### src/rtl/bsp_pkg.sv
package bsp_pkg;

    typedef enum logic {
        SEQ_IDLE = 1'b0,
        SEQ_RUN  = 1'b1
    } seq_state_e;

    // Result of decoding one request length.
    typedef struct packed {
        logic        ok;       // length inside 1..page bytes
        logic [15:0] rwords;   // even-rounded word count
    } len_dec_t;

    // Population count of a 32-bit vector.
    function automatic logic [5:0] ones32(input logic [31:0] v);
        logic [5:0] c;
        c = '0;
        for (int i = 0; i < 32; i++) begin
            c = c + 6'(v[i]);
        end
        return c;
    endfunction

endpackage

### src/rtl/bsp_len_decode.sv
module bsp_len_decode
    import bsp_pkg::*;
#(
    parameter int LEN_W          = 8,
    parameter int BYTES_PER_WORD = 2,
    parameter int PAGE_WORDS     = 32,
    parameter int WCNT_W         = 6,
    parameter int CNT_W          = 3
) (
    input  logic [LEN_W-1:0]  bytes_i,
    output logic              ok_o,
    output logic [WCNT_W-1:0] rwords_o,
    output logic [CNT_W-1:0]  nbursts_o
);
    localparam int PAIR_BYTES = 2 * BYTES_PER_WORD;
    localparam int PAIR_SH    = $clog2(PAIR_BYTES);
    localparam int MAX_BYTES  = PAGE_WORDS * BYTES_PER_WORD;

    logic [LEN_W:0] padded;
    logic [LEN_W:0] pairs;
    len_dec_t       dec;

    always_comb begin
        padded     = {1'b0, bytes_i} + (LEN_W+1)'(PAIR_BYTES - 1);
        pairs      = padded >> PAIR_SH;
        dec.ok     = (bytes_i != '0) && (32'(bytes_i) <= 32'(MAX_BYTES));
        dec.rwords = dec.ok ? 16'({pairs, 1'b0}) : 16'd0;
        ok_o       = dec.ok;
        rwords_o   = dec.rwords[WCNT_W-1:0];
        nbursts_o  = CNT_W'(ones32(32'(dec.rwords)));
    end
endmodule

### src/rtl/bsp_msb_pick.sv
module bsp_msb_pick #(
    parameter int W = 6
) (
    input  logic [W-1:0] mask_i,
    output logic [W-1:0] pick_o
);
    logic [W:0] above;

    assign above[W] = 1'b0;

    generate
        for (genvar i = W - 1; i >= 0; i--) begin : g_bit
            assign above[i]  = above[i+1] | mask_i[i];
            assign pick_o[i] = mask_i[i] & ~above[i+1];
        end
    endgenerate
endmodule

### src/rtl/bsp_sequencer.sv
module bsp_sequencer
    import bsp_pkg::*;
#(
    parameter int ADDR_W = 32,
    parameter int WCNT_W = 6,
    parameter int CNT_W  = 3
) (
    input  logic              clk,
    input  logic              rst,
    input  logic              req_valid,
    output logic              req_ready,
    input  logic [ADDR_W-1:0] req_addr,
    input  logic              len_ok,
    input  logic [WCNT_W-1:0] len_rwords,
    output logic              req_err,
    output logic              bst_valid,
    input  logic              bst_ready,
    output logic [ADDR_W-1:0] bst_addr,
    output logic [WCNT_W-1:0] bst_words,
    output logic              bst_last,
    output logic              sts_valid,
    output logic [CNT_W-1:0]  sts_bursts
);
    seq_state_e        state;
    logic [WCNT_W-1:0] mask;
    logic [WCNT_W-1:0] pick;
    logic [WCNT_W-1:0] rest;
    logic [ADDR_W-1:0] addr;
    logic [CNT_W-1:0]  issued;

    bsp_msb_pick #(.W(WCNT_W)) u_pick (
        .mask_i (mask),
        .pick_o (pick)
    );

    assign rest      = mask & ~pick;
    assign req_ready = (state == SEQ_IDLE);
    assign bst_valid = (state == SEQ_RUN);
    assign bst_addr  = addr;
    assign bst_words = pick;
    assign bst_last  = (rest == '0);

    always_ff @(posedge clk) begin
        if (rst) begin
            state      <= SEQ_IDLE;
            mask       <= '0;
            addr       <= '0;
            issued     <= '0;
            req_err    <= 1'b0;
            sts_valid  <= 1'b0;
            sts_bursts <= '0;
        end else begin
            req_err   <= 1'b0;
            sts_valid <= 1'b0;
            unique case (state)
                SEQ_IDLE: begin
                    if (req_valid) begin
                        if (!len_ok) begin
                            req_err <= 1'b1;
                        end else begin
                            mask   <= len_rwords;
                            addr   <= req_addr;
                            issued <= '0;
                            state  <= SEQ_RUN;
                        end
                    end
                end
                SEQ_RUN: begin
                    if (bst_ready) begin
                        mask   <= rest;
                        addr   <= addr + ADDR_W'(pick);
                        issued <= issued + 1'b1;
                        if (rest == '0) begin
                            state      <= SEQ_IDLE;
                            sts_valid  <= 1'b1;
                            sts_bursts <= issued + 1'b1;
                        end
                    end
                end
                default: state <= SEQ_IDLE;
            endcase
        end
    end
endmodule

### src/rtl/burst_splitter.sv
module burst_splitter
    import bsp_pkg::*;
#(
    parameter int ADDR_W         = 32,
    parameter int LEN_W          = 8,
    parameter int BYTES_PER_WORD = 2,
    parameter int PAGE_WORDS     = 32,
    localparam int WCNT_W        = $clog2(PAGE_WORDS) + 1,
    localparam int CNT_W         = $clog2(WCNT_W)
) (
    input  logic              clk,
    input  logic              rst,
    input  logic              req_valid,
    output logic              req_ready,
    input  logic [ADDR_W-1:0] req_addr,
    input  logic [LEN_W-1:0]  req_bytes,
    output logic              req_err,
    output logic [CNT_W-1:0]  exp_count,
    output logic              bst_valid,
    input  logic              bst_ready,
    output logic [ADDR_W-1:0] bst_addr,
    output logic [WCNT_W-1:0] bst_words,
    output logic              bst_last,
    output logic              sts_valid,
    output logic [CNT_W-1:0]  sts_bursts
);
    logic              len_ok;
    logic [WCNT_W-1:0] len_rwords;

    bsp_len_decode #(
        .LEN_W          (LEN_W),
        .BYTES_PER_WORD (BYTES_PER_WORD),
        .PAGE_WORDS     (PAGE_WORDS),
        .WCNT_W         (WCNT_W),
        .CNT_W          (CNT_W)
    ) u_dec (
        .bytes_i   (req_bytes),
        .ok_o      (len_ok),
        .rwords_o  (len_rwords),
        .nbursts_o (exp_count)
    );

    bsp_sequencer #(
        .ADDR_W (ADDR_W),
        .WCNT_W (WCNT_W),
        .CNT_W  (CNT_W)
    ) u_seq (
        .clk        (clk),
        .rst        (rst),
        .req_valid  (req_valid),
        .req_ready  (req_ready),
        .req_addr   (req_addr),
        .len_ok     (len_ok),
        .len_rwords (len_rwords),
        .req_err    (req_err),
        .bst_valid  (bst_valid),
        .bst_ready  (bst_ready),
        .bst_addr   (bst_addr),
        .bst_words  (bst_words),
        .bst_last   (bst_last),
        .sts_valid  (sts_valid),
        .sts_bursts (sts_bursts)
    );
endmodule

### config.mk
export PLATFORM = sky130hd
export DESIGN_NAME = burst_splitter
export DESIGN_NICKNAME = d
export VERILOG_FILES = /design/src/rtl/bsp_pkg.sv /design/src/rtl/bsp_len_decode.sv /design/src/rtl/bsp_msb_pick.sv /design/src/rtl/bsp_sequencer.sv /design/src/rtl/burst_splitter.sv
export SDC_FILE = /design/constraint.sdc
export NUM_CORES = 1
export LEC_CHECK = 0
export CAP_MARGIN = 30
export CORE_MARGIN = 2
export CORE_UTILIZATION = 45
export DETAILED_ROUTE_END_ITERATION = 12
export DONT_BUFFER_PORTS = 1
export PLACE_DENSITY = 0.64
export SYNTH_ARGS = -nofsm -noshare
export SYNTH_HDL_FRONTEND = slang
export SYNTH_SLANG_ARGS = --single-unit
### constraint.sdc
create_clock -name clk -period 4.7 [get_ports clk]
set_input_delay 0.94 -clock clk [delete_from_list [all_inputs] [get_ports clk]]
set_output_delay 0.94 -clock clk [all_outputs]
set_load 0.05 [all_outputs]
Word-level counts from Yosys, hierarchy flattened
Cells that the tools add are included.
- output and inout port bits: 49
- memories: 0
- ROM bits: 0
- memory bits (writable): 0
- bits of input ports: 44
- flip-flop bits (word level): 47
- bits in latches: 0
- logic and storage cells: 75
- bitwise gates (word level): 19
- shifts and indexed selects: 0
- divide/modulo/power cells: 0
- reductions and logical operators: 7
- add/sub/neg operators: 18
- equality and inequality tests: 3
- multiplexer cells: 20
- magnitude comparators: 1
- multiply operators: 0
- operators by type and width (kind ; count):
    $mux 32 ; 3
    $pmux 32 s2 ; 1
    $add 32x6->32 ; 1
    $add 3x1->3 const B ; 9
    $add 3x1->3 ; 6
    $mux 6 ; 3
    $pmux 6 s2 ; 1
    $add 8x2->9 const B ; 1
    $mux 3 ; 3
    $le 8x7->1 const B ; 1
    $mux 8 ; 1
    $not 1->1 ; 8
    $reduce_bool 8->1 ; 1
    $and 6x6->6 ; 1
    $logic_not 6->1 ; 1
    $mux 1 ; 6
    $not 6->6 ; 1
    $pmux 3 s2 ; 1
    $reduce_and 3->1 ; 2
    $reduce_or 3->1 ; 2
    $and 1x1->1 ; 5
    $ne 2x2->1 const B ; 2
    $or 1x1->1 ; 4
    $add 1x1->2 ; 1
    other kinds (3) ; 3

Depth between registers and ports, before layout
- depth after elaboration: 18
- depth in mapped cells: 11
- depth with buffers taken out: 10

By module
Synthesis repeated with hierarchy kept, for this count alone.
- cells, all modules: 392
- area total of the unflattened synthesis: 3164.3 um2
- by module, submodules not included (module ; sequential area each (um2) ; area an instance (um2) ; cells an instance ; times used):
    bsp_sequencer ; 940.9 ; 2851.5 ; 354 ; 1
    bsp_len_decode ; 0.0 ; 255.2 ; 31 ; 1
    bsp_msb_pick ; 0.0 ; 57.6 ; 7 ; 1

Least setup slack after synthesis
OpenSTA, ideal clock, no wires.
- path kind: input-to-output
- start: input req_bytes[2]
- end: output exp_count[1]
- path slack: -146 ps
- stages on the path: 9
- arrival time: 3906 ps
- path buffers: 0
- data required time: 3760 ps
- cells stage by stage: nor4_2 > nand3_1 > a21oi_1 > nand2_1 > fa_1 > fa_1 > fa_1 > inv_1 > fa_1
- cells in the longest elaborated chain, start to end: 18
- elaborated cells on any way between the ends: 20
- those cells by class: add/sub: 16; order compare: 1; mux: 1; reduce/logical: 2
- RTL lines (what ; line ; RTL):
    start: declaration ; burst_splitter.sv:16 ; input logic [LEN_W-1:0] req_bytes,
    $le 8x7->1 or $reduce_bool 8->1 (tied branches) ; bsp_len_decode.sv:26 ; dec.ok = (bytes_i != '0) && (32'(bytes_i) <= 32'(MAX_BYTES));
    $logic_and 1x1->1 ; bsp_len_decode.sv:26 ;
    $mux 8 (*) ; bsp_len_decode.sv:27 ; dec.rwords = dec.ok ? 16'({pairs, 1'b0}) : 16'd0;
    $add 1x1->2 ; bsp_pkg.sv:19 ; c = c + 6'(v[i]);
    $add 3x1->3 (5 in a row) ; bsp_pkg.sv:19 ;
    $add 3x1->3 (*) (9 in a row) ; bsp_pkg.sv:19 ;
    end: declaration ; burst_splitter.sv:18 ; output logic [CNT_W-1:0] exp_count,
Every way passes the cells marked *; elsewhere a longest branch is shown, timed or not.

Worst setup path after layout
- start: input req_bytes[5]
- end: output exp_count[1]
Same word-level chain as after synthesis.

==> results by group <==
Global routing
  • Pin count of the biggest net entering global routing: 54
  • Initial antenna violation count: 0
  • Number of global-route vias before repair: 2802
  • First-pass GRT wire length: about 14 mm
  • Total gr overflow: 0
  • GRT Overall Usage: 23.1%

CTS
  • CTS tree: built
  • Clock root buffer: clkbuf_8
  • Clock Sinks: 47
  • CTS max path bufs: 2
  • Clock transition at path regs: 90 ps
  • Num CTS Buffers: 5
  • Hold Buf Count CTS: 0
  • Worst skew pair latency: 310 ps
  • Max H-tree Level: 2

Timing
  • Clk_skew: 10.8 ps
  • Worst slew pin tran: approximately 710 ps
  • Max-slew violation total from the final report: 0
  • Max Freq: 0.217 GHz
  • Worst slew margin: 52.1%
  • Final Hold Fails: 0
  • Final Cycle Share: 98.2%
  • Post-route minimum period: 4620 ps
  • # setup viols final: 0

Synthesis
  • Post-Syn Area: between 3000 and 4000 um^2
  • Ys Warns: 0
  • Number of flops mapped to enable cells by yosys: 0
  • Main synth FF type: dfxtp_1
  • Synth Register Bits: 47
  • Sequential area share after synthesis: around 29%
  • Syn avg cell area: ~7.9 um^2
  • Yosys cell types: 70
  • Synth Instances: 406
  • Asr flop ratio synth: 0%

Place
  • Input/output buffers: 0
  • Global placement routability congestion: 0.844
  • Placed Area: 3310 um^2
  • Post-DP HPWL: just over 6 mm

Critical path
  • Crit-path max FO: 3
  • Buf/Inv on CP: 1
  • Slowest library cell on the worst path: fa_2
  • Critical-path cell list: nor4_4, nand3_2, a21oi_2, nand2_1, fa_1, fa_1, fa_1, inv_1, fa_2
  • WP data required: 3760 ps
  • Largest delay contributor family on the critical path: adder cells
  • CP startpoint kind: input pin
  • CP max stage delay: 550 ps
  • Worst Path Arrival: 3680 ps
  • Kind of critical path: input pin to output pin
  • Crit path top cell by count: fa_1
  • Worst Setup End Kind: output pin

Flow run
  • Max Cap Violations: 0

Finish
  • Diode count: 0
  • Final core utilization: roughly half
  • Layout cells sized above 1: 10.4%
  • Syn-to-layout area delta: 7.33%
  • Final Net Count: 458
  • Fin area: approximately 3400 um^2

Power and ir drop
  • Pwr/cell area: between 200 and 300 nW/um^2
  • VDD IR max: 0.000117 V
  • Leakage power: 0.00119 uW

Detailed routing
  • Antenna-violating nets left: 0
  • WL/cell: 17.6 um
  • Number of DRC markers in iteration 0: between 200 and 250
  • Vias post-DR: 3047
  • Post-route DRC: 0
  • Drt pass-1 iters: 4
  • Via density: 6.11
  • Total Wirelength: 8.78 mm

Hold path
  • Worst hold path class: flop to flop

Die
  • Die H: 88.2 um
  • # rows: 30
  • Initial core utilization: between 40% and 50%
  • Die area: 7780 um^2
  • Core box area: 6830 um^2
  • Die width: 88.2 um
  • # IOs: 93

Outcome
  • Outcome: complete, no violations
## report_power, final
group | total, uW | internal [uW] | switching, uW
combinational | 162 | 65.6 | 96.1
clock | 270 | 120 | 150
sequential | 504 | 417 | 87.1
total | 936 | 603 | 333
## layout make-up
cell class,instances,area [um^2]
repair buffers,13,114
well taps,96,120
clock inverters,2,16.3
multi-input cells,321,2100
flip-flops and latches,47,942
fillers,674,3410
clock buffers,6,82.6
inverters,14,52.6
## cell usage after synthesis, types with 3 or more instances
library cell | n | share of area, %
nand3_1 | 13 | 2.0
nor4_1 | 6 | 1.2
and3_1 | 5 | 0.98
buf_6 | 3 | 1.1
dfxtp_1 | 47 | 29
buf_2 | 8 | 1.3
nor2b_1 | 8 | 1.6
nand2b_1 | 4 | 0.78
inv_1 | 14 | 1.6
fa_1 | 5 | 3.1
xnor2_1 | 6 | 1.6
a31oi_1 | 4 | 0.78
or3_1 | 3 | 0.59
clkbuf_1 | 11 | 1.3
nand4_1 | 6 | 1.2
and4_1 | 6 | 1.6
mux2i_1 | 5 | 1.6
a22oi_1 | 3 | 0.71
a21o_1 | 7 | 1.6
o32ai_1 | 6 | 1.6
o21ai_0 | 26 | 4.1
ha_1 | 7 | 2.7
a211oi_1 | 10 | 2.4
nor2_1 | 37 | 4.4
o211ai_1 | 3 | 0.71
a21oi_1 | 40 | 6.3
nor3_1 | 15 | 2.4
a211oi_2 | 4 | 1.6
o22ai_1 | 5 | 0.98
and2_1 | 5 | 0.98
nand2_1 | 37 | 4.4
## cells in the final DEF (no fill, tap or decap), types with 3 or more instances in the layout
cell and instances:
clkbuf_8 6, nor2b_1 8, or3_1 3, mux2i_1 5
a211oi_2 4, ha_1 7, inv_1 14, nor3_1 14
nor4_1 6, nand2_1 37, nand2b_1 4, a22oi_1 3
and4_1 6, buf_4 10, dfxtp_1 46, nor2_1 37
nand4_1 6, fa_1 4, and2_1 5, a21o_1 7
nand3_1 12, o22ai_1 5, a31oi_1 4, o211ai_1 3
o21ai_0 26, a21oi_1 39, o32ai_1 6, and3_1 5
a211oi_1 10, xnor2_1 6
## per-stage QoR
| stage | hold slack (ps) | setup TNS [ps] | worst slack [ps] | total power (uW) | instances |
|---|---|---|---|---|---|
| after global placement | 459 | 0 | 52.1 | 669 | 486 |
| after global routing | 523 | -64.5 | -64.5 | 981 | 499 |
| after CTS | 482 | 0 | 1.26 | 946 | 498 |
| after floorplan | 452 | 0 | 26.8 | 640 | 407 |
| final | 480 | 0 | 84.4 | 936 | 499 |
| after detailed placement | 467 | -4.62 | -4.62 | 676 | 489 |
## timing repair
item,CTS,global route
setup endpoints to repair,1,1
gates resized for setup,0,1
pin swaps,2,3
buffers inserted,1,1
cloned,0,0
## metal layers
layer  vias up  global-route usage, %  part of all wire (%)
met2        97                   35.7                    46
met5         -                      0                     0
met3        10                   7.26                   9.0
met4         0                   6.06                   1.2
met1      1434                   31.2                    44
li1       1506                      -                     -
## sequential cells by signal (all words and copies together) (netlist names)
name,cells
u_seq.bst_addr,32
u_seq.bst_valid,1
u_seq.issued,3
u_seq.mask,6
u_seq.req_err,1
u_seq.sts_bursts,3
u_seq.sts_valid,1
## tightest hold or removal path: stages (launching register included)
cell and delay, ps:
dfxtp_1 330, nand3_1 60, a21oi_1 60
## worst paths after layout
path / from / to / slack (ps) / cells after the start
min reg2reg: u_seq.issued[1] / u_seq.issued[1] / 480 / 2
min: u_seq.issued[1] / u_seq.issued[1] / 480 / 2
max reg2reg: u_seq.mask[2] / u_seq.bst_addr[31] / 1340 / 9
max: req_bytes[5] / exp_count[1] / 80 / 9
## logic make-up (layout without fill, tap and decap cells)
kind of cell	Yosys count	in the layout	synth area share (%)
muxes	5	5	1.57
buffers and inverters	39	35	5.84
other	1	2	0.118
AOI/OAI and AO/OA	134	134	28.5
and+or+nand+nor	160	160	26.3
DFF	47	47	29.5
adders and majority gates	13	13	6.20
xor gates and xnor gates	7	7	1.92
No activity file was read; power rests on OpenSTA's default activity.
